===== config.mk =====
export PLATFORM = sky130hd
export DESIGN_NAME = phaseEdgeEncoder
export DESIGN_NICKNAME = d
export VERILOG_FILES = /design/src/rtl/edgeEncPkg.sv /design/src/rtl/edgeEncCtrl.sv /design/src/rtl/edgeFinder.sv /design/src/rtl/edgeEncDatapath.sv /design/src/rtl/phaseEdgeEncoder.sv
export SDC_FILE = /design/constraint.sdc
export NUM_CORES = 1
export LEC_CHECK = 0
export BUFFER_PORTS_ARGS = -buffer_cell sky130_fd_sc_hd__buf_2
export CELL_PAD_IN_SITES_DETAIL_PLACEMENT = 1
export CELL_PAD_IN_SITES_GLOBAL_PLACEMENT = 1
export CORE_UTILIZATION = 40
export DETAILED_ROUTE_END_ITERATION = 16
export PLACE_DENSITY = 0.78
export SYNTH_ARGS = -nofsm -noshare
export SYNTH_HDL_FRONTEND = slang
export SYNTH_SLANG_ARGS = --single-unit

===== constraint.sdc =====
create_clock -name clk -period 3.2 [get_ports clk]
set_input_delay 0.64 -clock clk [delete_from_list [all_inputs] [get_ports clk]]
set_output_delay 0.64 -clock clk [all_outputs]
set_load 0.02 [all_outputs]

===== src/rtl/edgeEncPkg.sv =====
package edgeEncPkg;

  // Strobes from control to datapath, one per register stage
  typedef struct packed {
    logic capture;  // load the input stage
    logic publish;  // load the output stage
  } stageStrobe_t;

endpackage


===== src/rtl/edgeEncCtrl.sv =====
module edgeEncCtrl
  import edgeEncPkg::*;
(
  input  logic         clk,
  input  logic         rst,
  input  logic         inValid,
  output stageStrobe_t strobe,
  output logic         outValid
);

  logic stage1Valid;

  always_ff @(posedge clk) begin
    if (rst) begin
      stage1Valid <= 1'b0;
      outValid    <= 1'b0;
    end else begin
      stage1Valid <= inValid;
      outValid    <= stage1Valid;
    end
  end

  always_comb begin
    strobe.capture = inValid;
    strobe.publish = stage1Valid;
  end

  // a sampled hit is published exactly two edges later
  a_r2_latency: assert property (@(posedge clk) disable iff (rst)
    inValid |-> ##2 outValid);

  // no publish without a hit two edges earlier
  a_r2_no_spurious: assert property (@(posedge clk) disable iff (rst)
    !inValid |-> ##2 !outValid);

endmodule


===== src/rtl/edgeFinder.sv =====
module edgeFinder #(
  parameter int TAPS  = 60,
  parameter int IDX_W = $clog2(TAPS)
) (
  input  logic [TAPS-1:0]  snap,
  output logic             found,
  output logic             rising,
  output logic [IDX_W-1:0] pos
);

  logic [TAPS-1:1] diff;   // tap i differs from tap i-1
  logic [TAPS-1:1] seen;   // some lower position already differs
  logic [TAPS-1:1] first;  // one-hot: lowest differing position

  for (genvar i = 1; i < TAPS; i++) begin : gPos
    assign diff[i] = snap[i] ^ snap[i-1];
    if (i == 1) begin : gBase
      assign seen[i] = 1'b0;
    end else begin : gChain
      assign seen[i] = seen[i-1] | diff[i-1];
    end
    assign first[i] = diff[i] & ~seen[i];
  end

  always_comb begin
    pos = '0;
    for (int i = 1; i < TAPS; i++) begin
      if (first[i]) pos = pos | IDX_W'(i);
    end
  end

  assign found  = |diff;
  // the tap above a rising step reads 1
  assign rising = |(first & snap[TAPS-1:1]);

endmodule


===== src/rtl/edgeEncDatapath.sv =====
module edgeEncDatapath
  import edgeEncPkg::*;
#(
  parameter int TAPS     = 60,
  parameter int COARSE_W = 32,
  parameter int IDX_W    = $clog2(TAPS),
  parameter int BIN_W    = IDX_W + 1
) (
  input  logic                    clk,
  input  logic                    rst,
  input  stageStrobe_t            strobe,
  input  logic                    outValid,
  input  logic [TAPS-1:0]         snapIn,
  input  logic [COARSE_W-1:0]     coarseIn,
  output logic signed [BIN_W-1:0] binCode,
  output logic                    noEdge,
  output logic [COARSE_W-1:0]     coarseOut
);

  logic [TAPS-1:0]         capSnap;
  logic [COARSE_W-1:0]     capCoarse;
  logic                    found;
  logic                    rising;
  logic [IDX_W-1:0]        pos;
  logic signed [BIN_W-1:0] magnitude;
  logic signed [BIN_W-1:0] nextCode;

  // input stage
  always_ff @(posedge clk) begin
    if (rst) begin
      capSnap   <= '0;
      capCoarse <= '0;
    end else if (strobe.capture) begin
      capSnap   <= snapIn;
      capCoarse <= coarseIn;
    end
  end

  edgeFinder #(.TAPS(TAPS), .IDX_W(IDX_W)) uFinder (
    .snap   (capSnap),
    .found  (found),
    .rising (rising),
    .pos    (pos)
  );

  always_comb begin
    magnitude = signed'({1'b0, pos});
    if (!found)      nextCode = '0;
    else if (rising) nextCode = magnitude;
    else             nextCode = -magnitude;
  end

  // output stage
  always_ff @(posedge clk) begin
    if (rst) begin
      binCode   <= '0;
      noEdge    <= 1'b0;
      coarseOut <= '0;
    end else if (strobe.publish) begin
      binCode   <= nextCode;
      noEdge    <= ~found;
      coarseOut <= capCoarse;
    end
  end

  // the error flag and a zero code always go together in a result
  a_r6_noedge_zero: assert property (@(posedge clk) disable iff (rst)
    outValid |-> (noEdge == (binCode == '0)));

  // a published magnitude never exceeds the last inter-tap position
  a_r10_range: assert property (@(posedge clk) disable iff (rst)
    (outValid && !noEdge) |->
      ((binCode <= BIN_W'(TAPS-1)) && (binCode >= -BIN_W'(TAPS-1))));

  // results hold while no new one is published
  a_r8_hold: assert property (@(posedge clk) disable iff (rst)
    !outValid |-> ($stable(binCode) && $stable(noEdge) && $stable(coarseOut)));

endmodule


===== src/rtl/phaseEdgeEncoder.sv =====
module phaseEdgeEncoder
  import edgeEncPkg::*;
#(
  parameter int TAPS     = 60,
  parameter int COARSE_W = 32,
  parameter int IDX_W    = $clog2(TAPS),
  parameter int BIN_W    = IDX_W + 1
) (
  input  logic                    clk,
  input  logic                    rst,
  input  logic                    hitValid,
  input  logic [TAPS-1:0]         phaseSnap,
  input  logic [COARSE_W-1:0]     coarseIn,
  output logic                    binValid,
  output logic signed [BIN_W-1:0] binCode,
  output logic                    noEdge,
  output logic [COARSE_W-1:0]     coarseOut
);

  stageStrobe_t strobe;

  edgeEncCtrl uCtrl (
    .clk      (clk),
    .rst      (rst),
    .inValid  (hitValid),
    .strobe   (strobe),
    .outValid (binValid)
  );

  edgeEncDatapath #(
    .TAPS(TAPS), .COARSE_W(COARSE_W), .IDX_W(IDX_W), .BIN_W(BIN_W)
  ) uPath (
    .clk       (clk),
    .rst       (rst),
    .strobe    (strobe),
    .outValid  (binValid),
    .snapIn    (phaseSnap),
    .coarseIn  (coarseIn),
    .binCode   (binCode),
    .noEdge    (noEdge),
    .coarseOut (coarseOut)
  );

  // the timestamp reaches the output unchanged with its hit
  a_r7_coarse_pass: assert property (@(posedge clk) disable iff (rst)
    hitValid |-> ##2 (coarseOut == $past(coarseIn, 2)));

endmodule


; ---- Yosys cells after proc, flatten, opt, wreduce, memory -nomap -nowiden
; Cells that the tools add are included.
[word_totals]
register_bits = 134
inputBits = 95
word_cells = 318
output_inout_bits = 41
mem_count = 0
ram_bits = 0
latch_bits = 0
mem_bits_ro = 0
[op_classes]
multipliers = 0
reduce_logical = 4
bitwise = 234
n_mux = 72
order_cmp = 0
n_shift = 0
n_eq_ne = 0
add_sub_neg = 1
div = 0
[ops]
columns = op, n
row1 = 2-to-1 mux 6 bit, 28
row2 = 2-to-1 mux 32 bit, 4
row3 = 2-to-1 mux 60 bit, 2
row4 = OR reduction 59 bit, 2
row5 = 2-to-1 mux 5 bit, 16
row6 = AND 59 bit, 1
row7 = NOT 1 bit, 59
row8 = bitwise XOR 1 bit, 59
row9 = AND 1 bit, 58
row10 = OR 1 bit, 57
row11 = 2-to-1 mux 7 bit, 5
row12 = 2-to-1 mux 4 bit, 8
row13 = 2-to-1 mux 3 bit, 4
row14 = negator 6 -> 7 bit, 1
row15 = 2-to-1 mux 2 bit, 2
row16 = nonzero test 2 bit, 2
row17 = 2-to-1 mux 1 bit, 3

; ---- Longest topological paths before layout
; Gate-level depths: netlist of run 1.
[logic_depth]
ltp_word = 67
ltp_mapped = 15
ltp_nobuf = 14

; ---- Hierarchy
; From an unflattened synthesis of run 1, not the netlist that was laid out.
[hier_totals]
hier_cells = 827
hier_area_um2 = 7181.9
[by_module_without_submodules]
columns = mod, cells_per_inst, seq_area_each_um2, instances, area_per_inst_um2
row1 = edgeEncDatapath, 450, 2642.5, 1, 4897.2
row2 = edgeFinder, 371, 0.0, 1, 2217.1
row3 = edgeEncCtrl, 6, 40.0, 1, 67.6

; ---- Worst setup path before layout of run 1
; No wires, ideal clock.
[synth_path]
path_kind = flip-flop to flip-flop
start = reg uPath.capSnap[0]
end = reg uPath.binCode[4]
setup_ns = 0.117
period_less_slack_ns = 2.883
path_buffers = 1
arrival_time_ns = 2.766
required_ns = 3.083
path_slack_ns = 0.317
stages_incl_launch_ff = 16
cell_sequence = dfxtp_1 inv_1 ha_1 or2b_2 o22ai_4 nand4_4 buf_6 a31oi_1 a311o_1 a221oi_1 and3_1 ha_1 inv_1 o41ai_2 xnor2_1 o21ai_1
[synth_between]
elab_chain_cells = 67
elab_cells_between_ends = 242
cone_classes = add/sub: 1 / mux: 64 / bitwise: 175 / reduce/logical: 2
[synth_rtl]
columns = element, line_no
row1 = "start, declared", edgeEncDatapath.sv:20  ; logic [TAPS-1:0] capSnap;
row2 = "start signal, assigned", edgeEncDatapath.sv:34  ; capSnap <= snapIn;
row3 = bitwise XOR 1 bit (*), edgeFinder.sv:16  ; assign diff[i] = snap[i] ^ snap[i-1];
row4 = OR 1 bit / NOT 1 bit (equally long branches), "edgeFinder.sv:20, edgeFinder.sv:22"
row5 = "NOT 1 bit, or another cell as far along", edgeFinder.sv:22  ; assign first[i] = diff[i] & ~seen[i];
row6 = "AND 1 bit, or another cell as far along", edgeFinder.sv:22
row7 = "2-to-1 mux 2 bit, or another cell as far along", edgeFinder.sv:28  ; if (first[i]) pos = pos | IDX_W'(i);
row8 = "2-to-1 mux 3 bit, or another cell as far along (4 in a row)", edgeFinder.sv:28
row9 = "2-to-1 mux 4 bit, or another cell as far along (8 in a row)", edgeFinder.sv:28
row10 = "2-to-1 mux 5 bit, or another cell as far along (16 in a row)", edgeFinder.sv:28
row11 = "2-to-1 mux 6 bit, or another cell as far along (26 in a row)", edgeFinder.sv:28
row12 = 2-to-1 mux 6 bit / AND 1 bit (equally long branches), "edgeFinder.sv:28, edgeFinder.sv:22"
row13 = 2-to-1 mux 6 bit / AND 59 bit (equally long branches), "edgeFinder.sv:28, edgeFinder.sv:34"
row14 = negator 6 -> 7 bit / OR reduction 59 bit (equally long branches), "edgeEncDatapath.sv:50, edgeFinder.sv:34"
row15 = 2-to-1 mux 7 bit, edgeEncDatapath.sv:49  ; else if (rising) nextCode = magnitude;
row16 = 2-to-1 mux 7 bit, edgeEncDatapath.sv:48  ; if (!found) nextCode = '0;
row17 = 2-to-1 mux 7 bit (*), edgeEncDatapath.sv:48
row18 = 2-to-1 mux 7 bit (*), edgeEncDatapath.sv:59  ; end else if (strobe.publish) begin
row19 = 2-to-1 mux 7 bit (*), edgeEncDatapath.sv:55  ; if (rst) begin
row20 = "end signal, assigned", edgeEncDatapath.sv:60  ; binCode <= nextCode;
row21 = "end, declared", edgeEncDatapath.sv:15  ; output logic signed [BIN_W-1:0] binCode,
; Mark *: on every way between the ends. The rest lies on a longest branch, timed or not. The select of a mux whose other input is x is not followed.
; A chain may end at the register's enable or synchronous reset.

; ---- Final worst setup path of run 1
[layout_path]
start = reg uPath.capSnap[0]
end = reg uPath.binCode[6]
[layout_between]
elab_chain_cells = 67
elab_cells_between_ends = 242
cone_classes = add/sub: 1 / mux: 64 / bitwise: 175 / reduce/logical: 2
[layout_rtl]
columns = element, line_no
row1 = bitwise XOR 1 bit (*), edgeFinder.sv:16
row2 = OR 1 bit / NOT 1 bit (equally long branches), "edgeFinder.sv:20, edgeFinder.sv:22"
row3 = "NOT 1 bit, or another cell as far along", edgeFinder.sv:22
row4 = "AND 1 bit, or another cell as far along", edgeFinder.sv:22
row5 = "2-to-1 mux 2 bit, or another cell as far along", edgeFinder.sv:28
row6 = "2-to-1 mux 3 bit, or another cell as far along (4 in a row)", edgeFinder.sv:28
row7 = "2-to-1 mux 4 bit, or another cell as far along (8 in a row)", edgeFinder.sv:28
row8 = "2-to-1 mux 5 bit, or another cell as far along (16 in a row)", edgeFinder.sv:28
row9 = "2-to-1 mux 6 bit, or another cell as far along (26 in a row)", edgeFinder.sv:28
row10 = 2-to-1 mux 6 bit / AND 1 bit (equally long branches), "edgeFinder.sv:28, edgeFinder.sv:22"
row11 = 2-to-1 mux 6 bit / AND 59 bit (equally long branches), "edgeFinder.sv:28, edgeFinder.sv:34"
row12 = negator 6 -> 7 bit / OR reduction 59 bit (equally long branches), "edgeEncDatapath.sv:50, edgeFinder.sv:34"
row13 = 2-to-1 mux 7 bit, edgeEncDatapath.sv:49
row14 = 2-to-1 mux 7 bit, edgeEncDatapath.sv:48
row15 = 2-to-1 mux 7 bit (*), edgeEncDatapath.sv:48
row16 = 2-to-1 mux 7 bit (*), edgeEncDatapath.sv:59
row17 = 2-to-1 mux 7 bit (*), edgeEncDatapath.sv:55
; Marked as above.

==> results.cfg, run 1 <==
[global_route]
grt_overflow = 0
grt_pass1_wl_mm = 31.4
antenna_found_initial = 1
grt_pass1_vias = 6464
grt.total_usage = 0.216
grt_max_degree = 111

[synth]
synth_top_area_share = 0.380
synth_area_leaders = dfxtp_1 (38%), mux2i_1 (18%), nor2_1 (8.6%), nand2_1 (2.5%), nand3_1 (1.9%)
ys_seq_elements = 134
ys.warnings.count = 0
async_reset_ff_frac = 0
synth_area_leader_cell = dfxtp_1
synthFlopType = dfxtp_1
avgSynthCellArea_um2 = 8.60
synth_cell_type_count = 87
yosysSeqAreaShare = 0.380
synth_nets = 919
synthCells = 822
netlist_area_um2 = 7070
synth_edf_count = 0

[floorplanning]
ios = 136
fp.coreArea_um2 = 17300
start_util = 0.408
rows = 48
die_width_um = 135
die-area_um2 = 18200
die_y_um = 135

[detailed_routing]
via_per_inst = 5.37
highest_layer = met4
vias = 6349
drt_first_pass_iters = 4
wirelength_met1_mm = 8.57
drc = 0
ant_nets = 0
routedWlPerCell_um = 16.1
dr_wl_met2_mm = 8.96
wl_mm = 19.0
dr.first_iter.drc_count = 262
met3_length_mm = 1.27

[clock_network]
path_clk_slew_ns = 0.07
numCtsBuffers = 17
clkLatencyLatePin_ns = 0.42
clock-sinks = 134
root_buffer = clkbuf_16
cts_tree = built
clockBufferDepth = 2
cts_max_level = 4

[worst_setup_path]
worstReg2RegStart = uPath.capSnap[0]$_SDFFE_PP0P_
cp.required_ns = 3.51
critical_path_class = reg2reg
end_kind = register
startpoint = uPath.capSnap[0]$_SDFFE_PP0P_
cp_max_fo = 5
worst_r2r_path_depth = 14
startpoint_type = register
arrival_ns = 3.32

[sta]
slew_viol_final = 0
hold_violations = 0
finalCriticalPeriod_ns = 3.01
fmax_mhz = 332
tns_ns = 0
setup_viol = 0
min_period_over_period = 0.942
finClkSkew_ns = 0.00955
worst_pin_slew_ns = 1.14
slew_headroom = 0.238
worst_slack_ns = 0.185

[power_and_ir_drop]
ir_drop_v = 0.000363
p_per_area_nw_per_um2 = 527
p_leak_nw = 3.76
p_total_mw = 4.52

[placement]
gp_congestion = 0.836
port-buffer-count = 135
dp_hpwl_mm = 13.3
place_ws_ns = -0.0310

[run]
maxCapViolations = 0

[status]
status = complete, no violations

[worst_hold_path]
hp-start = coarseIn[2]
hold_path_class = in2reg
hold-path-cell-count = 3

[finish]
finalNetCount = 1040
area_growth_pct = 21.3
utilization = 0.496
drive_above_1_share = 0.246
## cell type report
cell class / count / area [um2]
clock buffer: 17 / 425
fill: 2104 / 8730
timing repair buffer: 158 / 866
antenna: 1 / 2.50
sequential: 134 / 2680
inverter: 13 / 48.8
multi-input combinational: 619 / 4130
tap: 225 / 282
clock inverter: 15 / 135
## logic make-up after synthesis
kind of cell,Yosys count,share of synthesized area
flops,134,0.380
xor+xnor,5,0.00620
compound gates,130,0.128
mux,132,0.189
buf+inv,69,0.0427
simple gates,350,0.250
fa+ha+maj,2,0.00354
## report_power, final
group	switching, mW	leakage, nW	total [mW]	internal (mW)
clock	0.848	0.283	1.88	1.03
sequential	0.105	1.10	1.86	1.76
combinational	0.422	2.37	0.777	0.355
## placed cells by master, fill, tap and decap left out, drive strengths merged, types with 5 or more instances in the layout
| cell | Yosys | layout |
|---|---|---|
| nor2 | 161 | 161 |
| buf | 24 | 158 |
| dfxtp | 134 | 134 |
| mux2i | 131 | 131 |
| nand2 | 48 | 48 |
| o21ai | 30 | 30 |
| nand3 | 27 | 27 |
| a21oi | 25 | 25 |
| inv | 13 | 24 |
| clkbuf | 32 | 17 |
| nor3 | 17 | 17 |
| nand2b | 14 | 14 |
| nand4 | 13 | 13 |
| and3 | 9 | 9 |
| o22ai | 9 | 9 |
| nor4 | 9 | 9 |
| nor2b | 8 | 8 |
| a31oi | 8 | 8 |
| and2 | 7 | 7 |
| or2 | 6 | 6 |
| nor3b | 5 | 5 |
| or3 | 5 | 5 |
| or4 | 5 | 5 |
## worst paths after layout
kind	slack [ns]	endpoint
setup / recovery	0.19	uPath.binCode[6]$_SDFFE_PP0P_
hold / removal	0.45	uPath.capCoarse[2]$_SDFFE_PP0P_
setup reg to reg	0.19	uPath.binCode[6]$_SDFFE_PP0P_
hold reg to reg	0.46	uPath.binCode[3]$_SDFFE_PP0P_
## worst max-delay path: stages, from the launching register on
cell,delay [ns]
dfxtp_1,0.33
inv_1,0.05
ha_2,0.32
or2b_2,0.21
o22ai_4,0.09
o21ai_0,0.12
nand3_1,0.12
a311o_1,0.35
a221oi_2,0.27
and3_1,0.24
ha_1,0.18
inv_1,0.07
nor4_2,0.26
nand3_1,0.10
a22o_1,0.20
## cells in the mapped netlist, types with 8 or more instances
master / instances
buf_2: 10
buf_1: 10
nand2b_1: 14
nor3_1: 16
nor2b_1: 8
a31oi_1: 8
o21ai_0: 26
o22ai_1: 8
clkbuf_1: 32
nand3_1: 27
dfxtp_1: 134
nor2_1: 161
a21oi_1: 25
mux2i_1: 129
nand2_1: 47
nand4_1: 11
inv_1: 13
## per-stage QoR
stage	instances	hold WS, ns	area, um2
6_report	1182	0.453	8570
5_1_grt	1181	0.438	8570
4_1_cts	1178	0.438	8510
3_5_place_dp	1146	0.452	7940
3_3_place_gp	1146	0.441	7940
2_1_floorplan	822	0.460	7070
## registers in the layout (all words and copies together) (netlist names)
| signal | cells |
|---|---|
| uPath.capCoarse | 32 |
| uCtrl.outValid | 1 |
| uPath.coarseOut | 32 |
| uPath.binCode | 7 |
| uPath.noEdge | 1 |
| uPath.capSnap | 60 |
| uCtrl.stage1Valid | 1 |
## routing by layer
metal / GRT usage / up-vias
met5: 0 / -
li1: - / 3180
met2: 0.361 / 111
met3: 0.0852 / 11
met4: 0.0543 / 0
met1: 0.259 / 3047
## timing repair
item	4_1_cts	5_1_grt
pin swaps	0	5
buffers inserted	0	3
setup endpoints to repair	2	6
gates resized for setup	1	9
hold buffers	0	0
hold endpoints to repair	0	0
gates cloned	0	0
Note: power is estimated with default switching activity, not from simulation.
==> run 2: changes to the inputs <==
--- a/config.mk
+++ b/config.mk
@@ -11,6 +11,7 @@
 export CORE_UTILIZATION = 40
 export DETAILED_ROUTE_END_ITERATION = 16
 export PLACE_DENSITY = 0.78
+export REMOVE_ABC_BUFFERS = 1
 export SYNTH_ARGS = -nofsm -noshare
 export SYNTH_HDL_FRONTEND = slang
 export SYNTH_SLANG_ARGS = --single-unit
==> results.cfg, run 2 (same netlist as run 1, synthesis figures left out) <==
[power_and_ir_drop]
p_total_mw = 4.54
p_per_area_nw_per_um2 = 528
ir_drop_v = 0.000372
p_leak_nw = 3.76

[floorplanning]
die_y_um = 135
ios = 136
die_width_um = 135
start_util = 0.408
die-area_um2 = 18200
fp.coreArea_um2 = 17300
rows = 48

[placement]
placed_area_um2 = 8000
dp_hpwl_mm = 13.7
gp_congestion = 0.842
port-buffer-count = 135

[clock_network]
hold_buffers = 0
root_buffer = clkbuf_16
path_clk_slew_ns = 0.06
post-cts-setup-buffers = 0
clockBufferDepth = 2
cts_tree = built
clkLatencyLatePin_ns = 0.42
cts_max_level = 4
numCtsBuffers = 17
clock-sinks = 134

[global_route]
grt_pass1_vias = 6433
antenna_found_initial = 2
grt_overflow = 0
grt_max_degree = 90
grt.total_usage = 0.216
grt_pass1_wl_mm = 31.4

[detailed_routing]
wl_mm = 19.0
via_per_inst = 5.34
ant_nets = 0
dr_wl_met2_mm = 8.95
wirelength_met1_mm = 8.78
drc = 0
dr.first_iter.drc_count = 323
highest_layer = met5
vias = 6321
met3_length_mm = 1.11
routedWlPerCell_um = 16.1
drt_first_pass_iters = 4

[finish]
num_antenna_cells = 0
area_growth_pct = 21.8
largest_reg_flops = 60
final_common_cell = nor2_1
largestRegisters = uPath.capSnap (60), uPath.capCoarse (32), uPath.coarseOut (32)
fin_area_um2 = 8610
regMostFlops = uPath.capSnap
finalNetCount = 1043
final_cell_mix = nor2_1 (160), buf_2 (133), dfxtp_1 (133)
drive_above_1_share = 0.247

[sta]
min_period_over_period = 0.966
hold_violations = 0
finalCriticalPeriod_ns = 3.09
setup_viol = 0
fmax_mhz = 323
finClkSkew_ns = 0.00557
rsz0062_at_grt = true
slew_viol_final = 0
worst_pin_slew_ns = 0.676
slew_headroom = 0.543

[worst_setup_path]
worstReg2RegStart = uPath.capSnap[33]$_SDFFE_PP0P_
arrival_ns = 3.41
startpoint = uPath.capSnap[33]$_SDFFE_PP0P_
end_kind = register
critical_path_class = reg2reg
cp_max_fo = 7
startpoint_type = register
cp.required_ns = 3.52

[worst_hold_path]
hp-start = phaseSnap[42]
hold_path_class = in2reg

[run]
maxCapViolations = 0

[status]
status = complete, no violations
## run 2: cell count changes in the layout (fill, tap and decap cells not counted), moves of 2 or more
| cell | before | now |
|---|---|---|
| buf_4 | 24 | 26 |
| inv_8 | 3 | 1 |
| clkinvlp_4 | 0 | 3 |
| clkinv_2 | 3 | 1 |
## run 2: what timing repair did
action / 4_1_cts / 5_1_grt
gates resized for setup: 1 / 8
endpoints found under the setup margin: 2 / 5
pin swaps: 0 / 3
gates cloned: 0 / 0
## run 2: metrics by stage
stage	instances	hold slack, ns	TNS (ns)	setup WS, ns	util
floorplan	766	0.460	0	0.287	-
global placement	1152	0.444	0	0.111	0.462
detailed placement	1152	0.447	-0.0393	-0.0393	0.462
CTS	1184	0.434	0	0.0428	0.496
global route	1184	0.441	-0.0737	-0.0696	0.498
finish	1184	0.449	0	0.107	0.498
## run 2: worst paths after layout
path / endpoint / slack (ns) / cells past startpoint
min reg2reg: uPath.binCode[2]$_SDFFE_PP0P_ / 0.46 / 2
max reg2reg: uPath.binCode[6]$_SDFFE_PP0P_ / 0.11 / 12
min: uPath.capSnap[42]$_SDFFE_PP0P_ / 0.45 / 3
max: uPath.binCode[6]$_SDFFE_PP0P_ / 0.11 / 12
## run 2: area by class of cell
type                       count  area (um2)
clock buffer                  18         429
clock inverter                14         139
fill                        2084        8690
inverter                      13        48.8
multi-input combinational    619        4120
sequential                   134        2680
tap                          225         282
timing repair buffer         161         901
## run 2: critical path: stages, from the launching register on
cell and delay, ns:
dfxtp_1 0.38, and3_2 0.28, a32o_1 0.29, a221oi_2 0.28
o22a_1 0.17, o211ai_1 0.10, a221oi_2 0.36, and3_1 0.25
ha_2 0.19, inv_1 0.07, nor4_2 0.28, nand3_1 0.12
a22o_1 0.21
## run 2: layer usage
metal | vias up | track usage
met1 | 3000 | 0.263
met5 | - | 0
li1 | 3180 | -
met3 | 14 | 0.0747
met4 | 2 | 0.0630
met2 | 125 | 0.358
## run 2: where the power goes
group | leakage, nW | internal [mW] | switching [mW] | total, mW
Sequential | 1.10 | 1.76 | 0.100 | 1.86
Combinational | 2.39 | 0.354 | 0.423 | 0.777
Clock | 0.271 | 1.09 | 0.820 | 1.91
Total | 3.76 | 3.20 | 1.34 | 4.54
